File: src/rtl/endian_munge_bridge.sv
module endian_munge_bridge #(
  parameter int AW = 32,
  parameter int RW = 4,
  parameter logic [RW-1:0] RTAG = '1
) (
  input  logic          clk,
  input  logic          rst_n,
  input  logic          le_mode,
  input  logic          req_valid,
  output logic          req_ready,
  input  logic [1:0]    req_src,
  input  logic          req_we,
  input  logic [1:0]    req_size,
  input  logic [AW-1:0] req_addr,
  input  logic [31:0]   req_wdata,
  output logic          rsp_valid,
  output logic          rsp_err,
  output logic [31:0]   rsp_rdata,
  output logic          ib_valid,
  input  logic          ib_ready,
  output logic          ib_we,
  output logic [AW-1:0] ib_addr,
  output logic [3:0]    ib_be,
  output logic [31:0]   ib_wdata,
  input  logic          ib_rvalid,
  input  logic [31:0]   ib_rdata,
  output logic          xb_valid,
  input  logic          xb_ready,
  output logic          xb_we,
  output logic [AW-1:0] xb_addr,
  output logic [3:0]    xb_be,
  output logic [31:0]   xb_wdata,
  input  logic          xb_rvalid,
  input  logic [31:0]   xb_rdata
);
  localparam logic [1:0] SZ_B = 2'd0;
  localparam logic [1:0] SZ_H = 2'd1;
  localparam logic [1:0] SZ_W = 2'd2;
  localparam logic [1:0] SRC_DATA = 2'd0;

  function automatic logic [31:0] bswap(input logic [31:0] d);
    return {d[7:0], d[15:8], d[23:16], d[31:24]};
  endfunction

  function automatic logic [3:0] lanes(input logic [1:0] sz, input logic [1:0] lo);
    case (sz)
      SZ_B:    return 4'b1000 >> lo;
      SZ_H:    return lo[1] ? 4'b0011 : 4'b1100;
      SZ_W:    return 4'b1111;
      default: return 4'b0000;
    endcase
  endfunction

  logic busy, err_q, ext_q, swap_q;
  logic [1:0] flip;

  wire in_int  = req_addr[AW-1 -: RW] == RTAG;
  wire core_le = le_mode && (req_src == SRC_DATA);
  wire swap_now = core_le && !in_int;
  wire misal = (req_size == 2'd3) ||
               ((req_size == SZ_H) && req_addr[0]) ||
               ((req_size == SZ_W) && (req_addr[1:0] != 2'b00));

  always_comb begin
    case (req_size)
      SZ_B:    flip = 2'b11;
      SZ_H:    flip = 2'b10;
      default: flip = 2'b00;
    endcase
    if (!core_le) flip = 2'b00;
  end

  assign req_ready = !busy && (misal || (in_int ? ib_ready : xb_ready));
  wire accept = req_valid && req_ready;

  assign ib_valid = req_valid && !busy && !misal && in_int;
  assign ib_we    = req_we;
  assign ib_addr  = {req_addr[AW-1:2], req_addr[1:0] ^ flip};
  assign ib_be    = lanes(req_size, ib_addr[1:0]);
  assign ib_wdata = req_wdata;

  assign xb_valid = req_valid && !busy && !misal && !in_int;
  assign xb_we    = req_we;
  assign xb_addr  = req_addr;
  assign xb_be    = lanes(req_size, req_addr[1:0]);
  assign xb_wdata = swap_now ? bswap(req_wdata) : req_wdata;

  assign rsp_valid = busy && (err_q || (ext_q ? xb_rvalid : ib_rvalid));
  assign rsp_err   = busy && err_q;
  assign rsp_rdata = (!busy || err_q) ? 32'h0 :
                     ext_q ? (swap_q ? bswap(xb_rdata) : xb_rdata) : ib_rdata;

  always_ff @(posedge clk) begin
    if (!rst_n) begin
      busy   <= 1'b0;
      err_q  <= 1'b0;
      ext_q  <= 1'b0;
      swap_q <= 1'b0;
    end else if (accept) begin
      busy   <= 1'b1;
      err_q  <= misal;
      ext_q  <= !in_int;
      swap_q <= swap_now;
    end else if (rsp_valid) begin
      busy   <= 1'b0;
      err_q  <= 1'b0;
    end
  end
endmodule

File: config.mk
export PLATFORM = sky130hd
export DESIGN_NAME = endian_munge_bridge
export DESIGN_NICKNAME = d
export VERILOG_FILES = /design/src/rtl/endian_munge_bridge.sv
export SDC_FILE = /design/constraint.sdc
export NUM_CORES = 1
export LEC_CHECK = 0
export ABC_AREA = 0
export BUFFER_PORTS_ARGS = -buffer_cell sky130_fd_sc_hd__buf_4
export CORE_AREA = 2 2 123 125
export DETAILED_ROUTE_END_ITERATION = 8
export DIE_AREA = 0 0 125 127
export GPL_ROUTABILITY_DRIVEN = 0
export PLACE_DENSITY = 0.58
export SKIP_LAST_GASP = 1
export SLEW_MARGIN = 20
export SYNTH_ARGS = -nofsm -noshare
export SYNTH_HDL_FRONTEND = slang
export SYNTH_SLANG_ARGS = --single-unit
File: constraint.sdc
create_clock -name clk -period 2.44 [get_ports clk]
set_input_delay 0.488 -clock clk [delete_from_list [all_inputs] [get_ports clk]]
set_output_delay 0.488 -clock clk [all_outputs]
set_load 0.1 [all_outputs]
# After elaboration in Yosys (flattened, before gate mapping)
# Cells that the tools add are included.
[word_totals] regBits=4 in_bits=141 output_inout_bits=175 elab_cells=50
[op_classes] n_reduce_logical=24 bitwise_logic=1 n_mux=15 eq_ne=4 shifts=2
[op_table] cell="$mux 32" n=4
[op_table] cell="$pmux 4 s3" n=2
[op_table] cell="$logic_and 1x1->1" n=12
[op_table] cell="$mux 4" n=2
[op_table] cell="$shr 4x2->4 const A" n=2
[op_table] cell="$logic_or 1x1->1" n=5
[op_table] cell="$mux 1" n=5
[op_table] cell="$eq 2x2->1 const B" n=2
[op_table] cell="$eq 4x4->1 const B" n=1
[op_table] cell="$logic_not 2->1" n=2
[op_table] cell="$pmux 2 s2" n=1
[op_table] cell="$reduce_bool 2->1" n=2
[op_table] cell="$logic_not 1->1" n=3
[op_table] cell="$eq 2x1->1 const B" n=1
[op_table] cell="$mux 2" n=1
[op_table] cell="$xor 2x2->2" n=1

# Logic depth before layout (Yosys ltp)
[logic_depth] ltp_word=8 depth_mapped=5 mapped_depth_nobuf=4

# Worst setup path after synthesis
# Ideal clock, no wire load.
[synth_timing] kind="register to output" startpoint="register ext_q" endpoint="output rsp_rdata[14]" path_slack_ps=-1289 path_stages_with_launch=5 required_ps=1952 t_arrival_ps=3241 n_path_buf=2 cell_sequence="dfxtp_1 -> clkbuf_1 -> clkbuf_1 -> nor2_1 -> a211oi_1"
[synth_between] elab_chain_len=2
[synth_rtl] element="start, declared" line_no="54" text="logic busy, err_q, ext_q, swap_q;"
[synth_rtl] element="start signal, assigned" line_no="102" text="ext_q <= !in_int;"
[synth_rtl] element="$mux 32" line_no="91" text="ext_q ? (swap_q ? bswap(xb_rdata) : xb_rdata) : ib_rdata;"
[synth_rtl] element="$mux 32" line_no="90" text="assign rsp_rdata = (!busy || err_q) ? 32'h0 :"
[synth_rtl] element="end, declared" line_no="18" text="output logic [31:0] rsp_rdata,"
# No other way between the ends.

# Final worst setup path
[layout_timing] startpoint="input req_src[0]" endpoint="output xb_wdata[9]"
[layout_between] elab_chain_len=4
[layout_rtl] element="start, declared" line_no="11" text="input logic [1:0] req_src,"
[layout_rtl] element="$logic_not 2->1" line_no="58" text="wire core_le = le_mode && (req_src == SRC_DATA);"
[layout_rtl] element="$logic_and 1x1->1" line_no="58"
[layout_rtl] element="$logic_and 1x1->1" line_no="59" text="wire swap_now = core_le && !in_int;"
[layout_rtl] element="$mux 32" line_no="86" text="assign xb_wdata = swap_now ? bswap(req_wdata) : req_wdata;"
[layout_rtl] element="end, declared" line_no="32" text="output logic [31:0] xb_wdata,"
# No other way between the ends.

==> flow_summary_export.csv <==
group,metric,value,unit
job,drv_cap,0,
timing,relSlewSlack,0.726,
synth,yosysWarningCount,0,
timing,hold_viol,0,
timing,max_slew.worst_pin.slew,0.410,ns
cells_and_area,multi_input_area,1980,µm²
cells_and_area,area_growth,79.1,%
power,swShare,0.641,
routing,drcViolationCount,0,
timing,finalSetupViolations,0,
cells_and_area,final-seq-area,85.1,µm²
worst_setup_path,crit_type,"input port to output pin",
floorplan,chipWidth,125,µm
placement,placed_area,4220,µm²
synth,netlist_instances,310,
global_route,grt_pass1_wl,14700,µm
cts,cts_sinks,4,
global_route,grt_pass1_vias,2760,
routing,initialDrtViolationCount,56,
cts,holdBufCountCts,0,
worst_setup_path,worst_path_max_delay_cell,"or3b_4",
cts,cts_root_buffer,"clkbuf_16",
worst_setup_path,crit_buf_inv,3,
global_route,grt_start_max_net_pins,34,
routing,wl,9750,µm
floorplan,dieArea,15900,µm²
power,finalPower,2.19,mW
synth,ys_top_cells_by_area,"buf_4 29%, mux2_4 18%, mux2i_1 14%, a211oi_1 10%, nor2_1 5.9%",
routing,vias,2637,
worst_setup_path,start_kind,"input port",
timing,period_needed,2.40,ns
power,power.share.clock,0.122,
floorplan,fp-row-count,44,
floorplan,fp.dieH,127,µm
cells_and_area,drive_above_1_share,0.750,
routing,firstDrtPassIters,4,
power,p_leak,2.00,nW
cts,htree_levels,1,
cts,clkTransAtPathRegs,0.03,ns
min_path,hp-class,"input port to flop",
synth,syn-num-nets,451,
cells_and_area,final_core_utilization,0.306,
routing,antenna_left,0,
global_route,grt_overflow,0,
power,comb_power_share,0.834,
cells_and_area,final_area,4420,µm²
floorplan,coreArea,14400,µm²
cells_and_area,insertedDiodeCount,0,
placement,dp.cells,623,
worst_setup_path,cp_max_fo,5,
global_route,grt_use_total,0.115,
power,ir_drop,0.000231,V
synth,ys_seq_area_frac,0.0324,
routing,wl_per_cell,15.5,µm
synth,post-synth-top-area-cell,"buf_4",
timing,fin_worst_skew,0.00236,ns
cells_and_area,final_net_count,586,
timing,min_period_over_period,0.985,
timing,fmax,416,MHz
synth,syn_avg_cell_area,7.96,µm²
cts,clock_latency,0.23,ns
worst_setup_path,crit_path_cell_trace,"buf_4 > or3b_4 > nand2b_4 > buf_4 > mux2_4 > buf_4",
worst_setup_path,crit_family,"simple AND/OR/NAND/NOR gates",
worst_setup_path,slowest_delay,0.43,ns
floorplan,top_level_ports,316,
floorplan,start_util,0.171,
timing,slew_violations,0,
cells_and_area,final_cell_mix,"216 x buf_4, 39 x nor2_1, 34 x mux2i_1, 31 x a211oi_4, 30 x mux2_4",
worst_setup_path,cpMostUsedCell,"buf_4",
cells_and_area,n_fill_cell,1492,
cells_and_area,layout_commonest_cell,"buf_4",
synth,synth_top_area_share,0.292,
placement,place_ws,-0.0243,ns
cts,cts_tree,"built",
timing,layout_setup_ws,0.0355,ns
global_route,antenna_found_initial,0,
cts,cts_buffer_depth,2,
placement,portBuffers,234,
worst_setup_path,required,1.95,ns
synth,synth_cell_type_count,31,
cells_and_area,final_cells,628,
status,status,"finished clean",
cts,cts_buffers,3,
synth,synth_seq_cells,4,
placement,dp_hpwl,8350,µm
power,power_frac_seq,0.044,
worst_setup_path,end_kind,"output pin",
power,internal_power,0.787,mW
routing,vias_per_cell,4.20,
worst_setup_path,cp.arrival,1.92,ns
power,powerDensity,495,nW/µm²
power,p_switching,1.40,mW
synth,netlist_area,2470,µm²
what timing repair did:
action                                  in CTS  in global routing
buffers inserted                             0                  1
gates resized for setup                      5                 24
endpoints found under the setup margin       5                 30
pin swaps                                    0                  1
cell families (layout without fill, tap and decap cells):
group	count (synthesis)	in the layout	share of synthesized area
compound gates	51	51	0.143
xor+xnor	5	5	0.0177
buf+inv	120	254	0.354
flops	4	4	0.0324
mux	68	68	0.338
simple gates	62	62	0.114
layout make-up:
type,count,area share
Timing Repair Buffer,248,0.462
Multi-Input combinational cell,186,0.447
Tap cell,184,0.0521
Sequential cell,4,0.0192
Clock buffer,4,0.0178
Inverter,2,0.00170
registers in the layout (all words and copies together) (netlist names):
| register | cells |
|---|---|
| busy | 1 |
| err_q | 1 |
| ext_q | 1 |
| swap_q | 1 |
layer usage:
metal | vias to the layer above | GRT usage | part of all wire
met2 | 197 | 0.207 | 0.50
met4 | 0 | 0.0235 | 0.010
met3 | 11 | 0.0599 | 0.13
li1 | 1213 | - | -
met5 | - | 0 | 0
met1 | 1216 | 0.120 | 0.35
Yosys cell counts, drive strengths merged:
cell type and n:
and4 1, and2 1, mux2 33, a211oi 33, nor3 4, nand2b 3, inv 2, mux2i 35
clkbuf 11, nand4 1, xnor2 1, o21ai 1, o21a 4, a21oi 11, a31o 1, or3 1
or3b 1, dfxtp 4, xor2 4, buf 107, nor2 39, nand2 8, nor2b 2, and3 1
o21bai 1
power groups by stage:
stage	registers, mW	clock network, mW	logic [mW]
6_report	0.0973	0.267	1.83
5_1_grt	0.0997	0.277	1.89
4_1_cts	0.0992	0.273	1.81
3_5_place_dp	0.0999	0	1.80
3_3_place_gp	0.0991	0	1.79
2_1_floorplan	0.0756	0	1.84
final timing paths:
| check | startpoint | depth (start not counted) | end | slack, ns |
|---|---|---|---|---|
| worst max register to register | ext_q | 4 | busy | 1.02 |
| worst max-delay path | req_src[0] | 6 | xb_wdata[9] | 0.04 |
| worst min register to register | err_q | 1 | err_q | 0.60 |
| worst min-delay path | rst_n | 3 | ext_q | 0.54 |
metrics by stage:
stage	TNS, ns	hold WS, ns
global placement	-0.0202	0.596
finish	0	0.543
detailed placement	-0.0542	0.609
floorplan	-2.02	0.484
CTS	0	0.543
global route	-0.000773	0.570
worst min-delay path: cells and delay by family:
| kind | cells | cell delay, ns |
|---|---|---|
| buffers and inverters | 1 | 0.13 |
| AND/OR/NAND/NOR | 1 | 0.05 |
| multiplexers | 1 | 0.05 |
Note: power is estimated with default switching activity, not from simulation.
